`src/rtl/nvseq_pkg.sv`:
```
package nvseq_pkg;
  localparam int SEQ_LEN = 6;
  localparam int CMP_W   = 14;
  localparam int CNT_W   = $clog2(SEQ_LEN);

  localparam logic [CMP_W-1:0] STORE_LAST  = 14'h0FC0;
  localparam logic [CMP_W-1:0] RECALL_LAST = 14'h0C63;

  // shared prefix of both patterns, entries 0 .. SEQ_LEN-2
  function automatic logic [CMP_W-1:0] prefixEntry(input int idx);
    case (idx)
      0:       prefixEntry = 14'h0E38;
      1:       prefixEntry = 14'h31C7;
      2:       prefixEntry = 14'h03E0;
      3:       prefixEntry = 14'h3C1F;
      default: prefixEntry = 14'h303F;
    endcase
  endfunction

  // control -> datapath
  typedef struct packed {
    logic advance;
    logic restart;
    logic clear;
  } progStrobe_t;

  // datapath -> control
  typedef struct packed {
    logic hitNext;
    logic hitFirst;
    logic atLast;
    logic hitStore;
    logic hitRecall;
  } matchFlags_t;
endpackage

```
`src/rtl/nvseq_datapath.sv`:
```
module nvseq_datapath
  import nvseq_pkg::*;
#(
  parameter int ADDR_W = 15
) (
  input  logic                   clk,
  input  logic                   rstN,
  input  logic [ADDR_W-1:0]      addr,
  input  progStrobe_t            strobes,
  output matchFlags_t            flags,
  output logic [CNT_W-1:0]       progress
);
  logic [CMP_W-1:0]   cmpAddr;
  logic [SEQ_LEN-1:0] entryHit;

  assign cmpAddr = addr[CMP_W-1:0];

  genvar gi;
  generate
    for (gi = 0; gi < SEQ_LEN - 1; gi++) begin : g_prefix
      assign entryHit[gi] = (cmpAddr == prefixEntry(gi));
    end
  endgenerate
  assign entryHit[SEQ_LEN-1] = 1'b0;

  always_comb begin
    flags.hitNext   = entryHit[progress];
    flags.hitFirst  = entryHit[0];
    flags.atLast    = (progress == CNT_W'(SEQ_LEN - 1));
    flags.hitStore  = (cmpAddr == STORE_LAST);
    flags.hitRecall = (cmpAddr == RECALL_LAST);
  end

  always_ff @(posedge clk) begin
    if (!rstN)                progress <= '0;
    else if (strobes.clear)   progress <= '0;
    else if (strobes.restart) progress <= CNT_W'(1);
    else if (strobes.advance) progress <= progress + CNT_W'(1);
  end

  AST_ONE_STROBE: assert property (@(posedge clk) disable iff (!rstN)
    $onehot0({strobes.advance, strobes.restart, strobes.clear})) else $error("strobe clash");
endmodule

```
`src/rtl/nvseq_control.sv`:
```
module nvseq_control
  import nvseq_pkg::*;
(
  input  logic        clk,
  input  logic        rstN,
  input  logic        cycleValid,
  input  logic        chipSel,
  input  logic        writeCycle,
  input  matchFlags_t flags,
  output progStrobe_t strobes,
  output logic        storeReq,
  output logic        recallReq,
  output logic        outDisable
);
  logic active, readCyc, fireStore, fireRecall, fire;

  assign active     = cycleValid && chipSel;
  assign readCyc    = active && !writeCycle;
  assign fireStore  = readCyc && flags.atLast && flags.hitStore;
  assign fireRecall = readCyc && flags.atLast && flags.hitRecall;
  assign fire       = fireStore || fireRecall;

  always_comb begin
    strobes.advance = readCyc && flags.hitNext;
    strobes.restart = readCyc && !flags.hitNext && !fire && flags.hitFirst;
    strobes.clear   = active && !strobes.advance && !strobes.restart;
  end

  assign storeReq   = fireStore;
  assign recallReq  = fireRecall;
  assign outDisable = fire;

  AST_FIRE_IS_READ: assert property (@(posedge clk) disable iff (!rstN)
    (storeReq || recallReq) |-> (cycleValid && chipSel && !writeCycle)) else $error("request outside read");
  AST_REQ_EXCLUSIVE: assert property (@(posedge clk) disable iff (!rstN)
    $onehot0({storeReq, recallReq})) else $error("both requests");
endmodule

```
`src/rtl/nvCmdSniffer.sv`:
```
module nvCmdSniffer
  import nvseq_pkg::*;
#(
  parameter int ADDR_W = 15
) (
  input  logic              clk,
  input  logic              rstN,
  input  logic              cycleValid,
  input  logic              chipSel,
  input  logic              writeCycle,
  input  logic [ADDR_W-1:0] addr,
  output logic              storeReq,
  output logic              recallReq,
  output logic              outDisable
);
  progStrobe_t      strobes;
  matchFlags_t      flags;
  logic [CNT_W-1:0] progress;

  nvseq_datapath #(.ADDR_W(ADDR_W)) dp_i (
    .clk(clk), .rstN(rstN), .addr(addr),
    .strobes(strobes), .flags(flags), .progress(progress)
  );

  nvseq_control ctl_i (
    .clk(clk), .rstN(rstN), .cycleValid(cycleValid), .chipSel(chipSel),
    .writeCycle(writeCycle), .flags(flags), .strobes(strobes),
    .storeReq(storeReq), .recallReq(recallReq), .outDisable(outDisable)
  );

  AST_WRITE_ABORT: assert property (@(posedge clk) disable iff (!rstN)
    (cycleValid && chipSel && writeCycle) |=> (progress == '0)) else $error("write kept progress");
  AST_IDLE_HOLD: assert property (@(posedge clk) disable iff (!rstN)
    !(cycleValid && chipSel) |=> $stable(progress)) else $error("idle moved progress");
  AST_REQ_PULSE: assert property (@(posedge clk) disable iff (!rstN)
    (storeReq || recallReq) |=> (!storeReq && !recallReq && progress == '0)) else $error("request not a pulse");
  AST_DIS_ON_SIXTH: assert property (@(posedge clk) disable iff (!rstN)
    outDisable |-> (progress == CNT_W'(SEQ_LEN - 1))) else $error("disable before sixth");
endmodule

```
`config.mk`:
```
export PLATFORM = sky130hd
export DESIGN_NAME = nvCmdSniffer
export DESIGN_NICKNAME = d
export VERILOG_FILES = /design/src/rtl/nvseq_pkg.sv /design/src/rtl/nvseq_datapath.sv /design/src/rtl/nvseq_control.sv /design/src/rtl/nvCmdSniffer.sv
export SDC_FILE = /design/constraint.sdc
export NUM_CORES = 1
export LEC_CHECK = 0
export ABC_AREA = 1
export ABC_CLOCK_PERIOD_IN_PS = 3000
export CAP_MARGIN = 10
export CORE_UTILIZATION = 40
export CTS_BUF_LIST = sky130_fd_sc_hd__clkbuf_8
export DETAILED_ROUTE_END_ITERATION = 12
export PLACE_DENSITY_LB_ADDON = 0.3
export SLEW_MARGIN = 25
export SYNTH_ARGS = -nofsm -noshare
export SYNTH_HDL_FRONTEND = slang
export SYNTH_SLANG_ARGS = --single-unit
```
`constraint.sdc`:
```
create_clock -name clk -period 3 [get_ports clk]
set_input_delay 0.9 -clock clk [delete_from_list [all_inputs] [get_ports clk]]
set_output_delay 0.9 -clock clk [all_outputs]
set_load 0.01 [all_outputs]
```
==> qor.yml, run 1 <==
layout_worst_path_cycle_share: 0.986
post_synth.cell_area_avg_um2: 5.10
setup.worst_path.class: "in2out"
design.portCount: 23
hpwl_um: 1560
fin_skew_ps: 3.61
grt.met1_usage: 0.341
tritoncts.num_buffers: 3
whs_path_depth: 4
clk_pin_slew_worst_paths_ps: 30
port_buffers: 21
tightestPinTransition_ps: 285
crit_path_end_kind: "output port"
yosysSeqAreaShare: 0.102
synth.yosys.warnings: 0
worst_r2r_startpoint: "dp_i.progress[0]"
r2r_cell_count: 13
grt_use_total: 0.311
timing.critical_path.from_type: "primary input"
registers.top_by_ff_count: "dp_i.progress"
yosys.cell_types.count: 19
via_count: 1041
slew-limit-headroom: 0.808
cts_max_path_buffers: 2
floorplan.core_area_mm2: 0.00133
start_util: 0.440
post_route_cells_drive_above_1_share: 0.417
ff2ff_setup_slack_ps: 1300
wl_per_cell_um: 14.3
placement_rows: 13
final.min_clock_period_ps: 2960
vdd.ir_drop.worst_mv: 0.334
finalSetupViolCount: 0
gp_congestion: 0.867
clock_network_latency_to_the_later_pin_of_the_worst_skew_pair_ps: 220
crit-reg2reg-capture: "dp_i.progress[1]"
worst-path-max-fanout: 2
first_global_vias: 827
numClockSinks: 3
mappedNetlistNets: 137
power_mw: 0.245
detail_route.drc_violations: 0
diodes: 0
fmax_mhz: 338
hold_path_sink: "dp_i.progress[2]"
worst_hold_path_type: "reg2reg"
cp_data_required_time_ps: 2100
route.antenna.remaining_nets: 0
die_area_mm2: 0.00162
result_of_the_run: "complete, no violations"
net_count_final: 198
netlist_instances: 115
flip_flop_count_of_the_largest_register_all_copies_and_words_added: 3
report.final.slew_viol_count: 0
detail_route.wirelength_um: 2720
timing.critical_path.slowest_cell_delay_ps: 560
clk_root_buffer_cell: "sky130_fd_sc_hd__clkbuf_8"
layout_top_registers: "dp_i.progress x3"
power.static_leakage_nw: 0.577
post_cts_hold_buffer_count: 0
firstDrtPassIters: 4
seq_area_um2: 60.1
grt.met3_usage: 0.0556
synth.ff_latch_count: 3
setup-tns-final_ps: 0
global_route.overflow_total: 0
maximum_number_of_pins_on_one_net_before_global_route_repair: 8
multiInputGateArea_um2: 528
pwr_density_cell_mw_per_mm2: 212
syn_area_um2: 587
area_growth_syn_to_layout_pct: 97.0
ctsHtreeMaxLevel: 1
grt_first_pass_wirelength_um: 3330
fp.dieH_um: 40.3
met2_usage: 0.589
cp_data_arrival_time_ps: 2060
dieWidth_um: 40.3
maxCapViolCount: 0
drt-initial-drc-count: 54
fill_cells: 78
cts_tree: "built"
antenna_found_initial: 0
via_per_inst: 5.48
min_from: "dp_i.progress[2]"
mostFrequentLayoutCells: "sky130_fd_sc_hd__buf_4 (34), sky130_fd_sc_hd__nand2_1 (32), sky130_fd_sc_hd__nor2_1 (18)"
crit_path_cell_trace: "dlygate4sd2_1 -> nand2_1 -> or4_4 -> a21oi_2 -> buf_2"
most_common_library_cell_in_the_layout_ignoring_fill_and_taps: "sky130_fd_sc_hd__buf_4"
grt_most_used_layer: "met2"
critical_path.slowest_cell: "sky130_fd_sc_hd__or4_4"
final_hold_viol_count: 0
## worst max-delay path, delay by kind of cell
family,cells,cell delay (ps)
AND/OR/NAND/NOR,2,670
buffers and inverters,2,370
AO/OA/AOI/OAI,1,130
## cell usage after synthesis
cell,instances,area (um2)
sky130_fd_sc_hd__nand4_1,4,25.0
sky130_fd_sc_hd__nor2_4,2,22.5
sky130_fd_sc_hd__a21oi_1,1,5.00
sky130_fd_sc_hd__nor2_2,3,18.8
sky130_fd_sc_hd__inv_1,16,60.1
sky130_fd_sc_hd__nand3b_1,1,7.51
sky130_fd_sc_hd__xor2_1,1,8.76
sky130_fd_sc_hd__nand3_2,3,30.0
sky130_fd_sc_hd__nor2_1,24,90.1
sky130_fd_sc_hd__or4_1,1,7.51
sky130_fd_sc_hd__nand3_1,11,55.1
sky130_fd_sc_hd__ha_1,2,25.0
sky130_fd_sc_hd__nand2_2,2,12.5
sky130_fd_sc_hd__dfxtp_1,3,60.1
sky130_fd_sc_hd__clkinv_1,2,7.51
sky130_fd_sc_hd__nor3_1,2,10.0
sky130_fd_sc_hd__inv_2,1,3.75
sky130_fd_sc_hd__nand2_1,35,131
sky130_fd_sc_hd__nor4_1,1,6.26
## per-layer routing
| metal | vias up | routed length, um | share of wire |
|---|---|---|---|
| met1 | 451 | 980 | 0.36 |
| met3 | 29 | 221 | 0.081 |
| met5 | - | 0 | 0 |
| met4 | 0 | 159 | 0.058 |
| li1 | 481 | - | - |
| met2 | 80 | 1360 | 0.50 |
## kinds of logic after synthesis
logic type	after synthesis	synth area share
buffers and inverters	19	0.122
xor gates and xnor gates	1	0.0149
DFF	3	0.102
and+or+nand+nor	89	0.710
AOI/OAI and AO/OA	1	0.00852
adders and majority gates	2	0.0426
## where the power goes
part           leakage [nW]  switching [mW]  internal (mW)
Sequential           0.0241     0.000000579         0.0402
Clock                0.0269          0.0312         0.0875
Combinational         0.526          0.0395         0.0469
## worst max-delay path by stage
stage                        start                to  cells past startpoint
after detailed placement  addr[10]        outDisable                      7
after global placement     addr[8]        outDisable                      6
after CTS                 addr[12]        outDisable                      6
final                      addr[1]        outDisable                      5
after floorplan            addr[8]        outDisable                      4
after global routing      addr[12]  dp_i.progress[1]                     21
## area by class of cell
cell class                 instances  area share
multi-input combinational         93       0.457
timing repair buffer              56       0.374
inverter                          19      0.0617
sequential                         3      0.0519
clock buffer                       3      0.0357
tap                               15      0.0162
clock inverter                     1     0.00325
## through the flow
stage | cells | setup slack [ps] | instance area, um2 | hold WS [ps] | utilization
2_1_floorplan | 115 | 271 | 587 | 533 | -
3_3_place_gp | 175 | -702 | 996 | 560 | 0.747
3_5_place_dp | 175 | -741 | 996 | 571 | 0.747
4_1_cts | 189 | 1.31 | 1110 | 598 | 0.829
5_1_grt | 190 | -51.2 | 1160 | 667 | 0.867
6_report | 190 | 41.5 | 1160 | 618 | 0.867
## what timing repair did
| item | CTS | global route |
|---|---|---|
| pin swaps | 9 | 13 |
| buffers inserted | 10 | 1 |
| setup endpoints to repair | 3 | 6 |
| resized for setup | 41 | 26 |
Power figures use the tool's default switching activity.
==> inputs of run 2 (changes only) <==
--- a/config.mk
+++ b/config.mk
@@ -6,7 +6,7 @@
 export NUM_CORES = 1
 export LEC_CHECK = 0
 export ABC_AREA = 1
-export ABC_CLOCK_PERIOD_IN_PS = 3000
+export ABC_CLOCK_PERIOD_IN_PS = 3600
 export CAP_MARGIN = 10
 export CORE_UTILIZATION = 40
 export CTS_BUF_LIST = sky130_fd_sc_hd__clkbuf_8
==> constraint.sdc (replaced) <==
create_clock -name clk -period 3.6 [get_ports clk]
set_input_delay 1.08 -clock clk [delete_from_list [all_inputs] [get_ports clk]]
set_output_delay 1.08 -clock clk [all_outputs]
set_load 0.01 [all_outputs]
==> run 2 against run 1 <==
Core utilization decreased by 4.2 points. Via count decreased by 13%. Register-to-register slack improved by 690 ps. Sequential share of layout area increased by 0.27 points. Highest routed layer unchanged. Hold slack got worse by 42 ps. Global-route usage decreased by 6.8 points. Die area unchanged. Critical path depth unchanged. Non-clock buffer count decreased by 8. Sequential cell count unchanged. Combinational power decreased by 25%. Wire length decreased by 31%. Critical endpoint unchanged.
==> qor.yml, run 2 (same netlist as run 1, synthesis figures left out) <==
result_of_the_run: "complete, no violations"
worst_r2r_startpoint: "dp_i.progress[0]"
ff2ff_setup_slack_ps: 1990  # +690 ps
worst_path_dominant_cell_family: "simple AND/OR/NAND/NOR gates"
final_hold_viol_count: 0  # unchanged
fmax_mhz: 284
cp_data_arrival_time_ps: 2440  # +380 ps
area_growth_syn_to_layout_pct: 87.4
cts_tree: "built"
clk_pin_slew_worst_paths_ps: 30  # about the same
fp.dieH_um: 40.3  # unchanged
antenna_found_initial: 0  # unchanged
port_buffers: 21  # unchanged
net_count_final: 190  # -4.0%
finalSetupViolCount: 0  # unchanged
die_area_mm2: 0.00162  # unchanged
stages_on_worst_setup_path: 5  # unchanged
firstDrtPassIters: 4  # unchanged
fin_skew_ps: 7.37  # +3.76 ps
crit_path_cell_trace: "clkdlybuf4s50_1 -> nand3b_1 -> or4_4 -> a21oi_2 -> buf_2"
clk_root_buffer_cell: "sky130_fd_sc_hd__clkbuf_8"
tritoncts.num_buffers: 3  # unchanged
grt_setup_unrepaired: "false"
most_common_library_cell_in_the_layout_ignoring_fill_and_taps: "sky130_fd_sc_hd__nand2_1"
crit_path_end_kind: "output port"
placement_rows: 13  # unchanged
post_route_cells_drive_above_1_share: 0.323  # -0.0938
hold_slack_ps: 576  # -41.7 ps
cp_data_required_time_ps: 2520  # +420 ps
first_global_vias: 654  # -21%
maximum_number_of_pins_on_one_net_before_global_route_repair: 8  # unchanged
report.final.slew_viol_count: 0  # unchanged
grt_first_pass_wirelength_um: 2610  # -22%
gp_congestion: 0.869  # +0.30%
crit-reg2reg-capture: "dp_i.progress[1]"
flip_flop_count_of_the_largest_register_all_copies_and_words_added: 3  # unchanged
numClockSinks: 3  # unchanged
via_count: 909  # -13%
pwr_density_cell_mw_per_mm2: 177  # -17%
dieWidth_um: 40.3  # unchanged
drt-initial-drc-count: 34  # -37%
mostFrequentLayoutCells: "sky130_fd_sc_hd__nand2_1 (33), sky130_fd_sc_hd__buf_4 (27), sky130_fd_sc_hd__nor2_1 (19)"
vdd.ir_drop.worst_mv: 0.269  # -20%
start_util: 0.440  # unchanged
timing.critical_path.from_type: "primary input"
layout_worst_path_cycle_share: 0.979
clock_network_latency_to_the_later_pin_of_the_worst_skew_pair_ps: 220  # about the same
r2r_cell_count: 13  # unchanged
power_mw: 0.195  # -21%
design.portCount: 23  # unchanged
tightestPinTransition_ps: 302  # +16.3 ps
critical_path.slowest_cell: "sky130_fd_sc_hd__or4_4"
final.min_clock_period_ps: 3520
ctsHtreeMaxLevel: 1  # unchanged
worst-path-max-fanout: 3  # +1
layout_top_registers: "dp_i.progress x3"
cts_max_path_buffers: 2  # unchanged
setup.worst_path.class: "in2out"
grt_use_total: 0.244  # -0.0676
detail_route.drc_violations: 0  # unchanged
maxCapViolCount: 0  # unchanged
diodes: 0  # unchanged
floorplan.core_area_mm2: 0.00133  # unchanged
route.antenna.remaining_nets: 0  # unchanged
hpwl_um: 1380  # -12%
timing.critical_path.slowest_cell_delay_ps: 450  # -110 ps
slew-limit-headroom: 0.799  # -0.00970
whs_path_depth: 4  # unchanged
worst_hold_path_type: "reg2reg"
detail_route.wirelength_um: 1880  # -31%
registers.top_by_ff_count: "dp_i.progress"
via_per_inst: 4.99  # -8.8%
hold_path_sink: "dp_i.progress[2]"
min_from: "dp_i.progress[2]"
wl_per_cell_um: 10.3  # -28%
power.static_leakage_nw: 0.611  # +5.9%
global_route.overflow_total: 0  # unchanged
worst-path-buf-inv: 2  # unchanged
run 2: how the worst max path moves through the flow:
stage,startpoint,to,slack [ps]
2_1_floorplan,addr[8],outDisable,510
3_3_place_gp,addr[8],outDisable,-470
3_5_place_dp,addr[8],outDisable,-480
4_1_cts,addr[3],outDisable,-30
5_1_grt,addr[7],outDisable,30
6_report,addr[7],outDisable,80
run 2: tightest hold or removal path, stage by stage (launching register included):
cell and delay [ps]:
sky130_fd_sc_hd__dfxtp_1 330, sky130_fd_sc_hd__nand2_1 80, sky130_fd_sc_hd__nand2_1 40, sky130_fd_sc_hd__inv_1 40
sky130_fd_sc_hd__nor2_1 40
run 2: stage by stage:
stage / instances / util / setup slack (ps) / instance area [um2] / TNS, ps
after floorplan: 115 / - / 511 / 587 / 0
after global placement: 176 / 0.752 / -471 / 1000 / -1080
after detailed placement: 176 / 0.752 / -482 / 1000 / -1090
after CTS: 180 / 0.786 / -28.4 / 1050 / -30.6
after global routing: 182 / 0.825 / 33.9 / 1100 / 0
final: 182 / 0.825 / 76.7 / 1100 / 0
run 2: area by class of cell:
type	instances	area (um2)
Multi-Input combinational cell	93	480
Timing Repair Buffer	48	424
Fill cell	88	234
Inverter	19	71.3
Sequential cell	3	60.1
Clock buffer	3	41.3
Tap cell	15	18.8
Clock inverter	1	3.75
run 2: routing by layer:
metal / track usage / vias to the layer above / routed length (um)
li1: - / 465 / -
met4: 0.0500 / 0 / 15
met1: 0.318 / 400 / 806
met3: 0.0667 / 2 / 160
met2: 0.399 / 42 / 895
met5: 0 / - / 0
run 2: what timing repair did:
| action | 4_1_cts | 5_1_grt |
|---|---|---|
| buffers inserted | 0 | 2 |
| hold buffers | 0 | 0 |
| endpoints found under the setup margin | 3 | 3 |
| pin swaps | 3 | 9 |
| gates resized for setup | 14 | 19 |
run 2: power by group:
group | switching [mW] | internal, mW
clock network | 0.0237 | 0.0727
registers | 0.000000524 | 0.0335
logic | 0.0267 | 0.0379
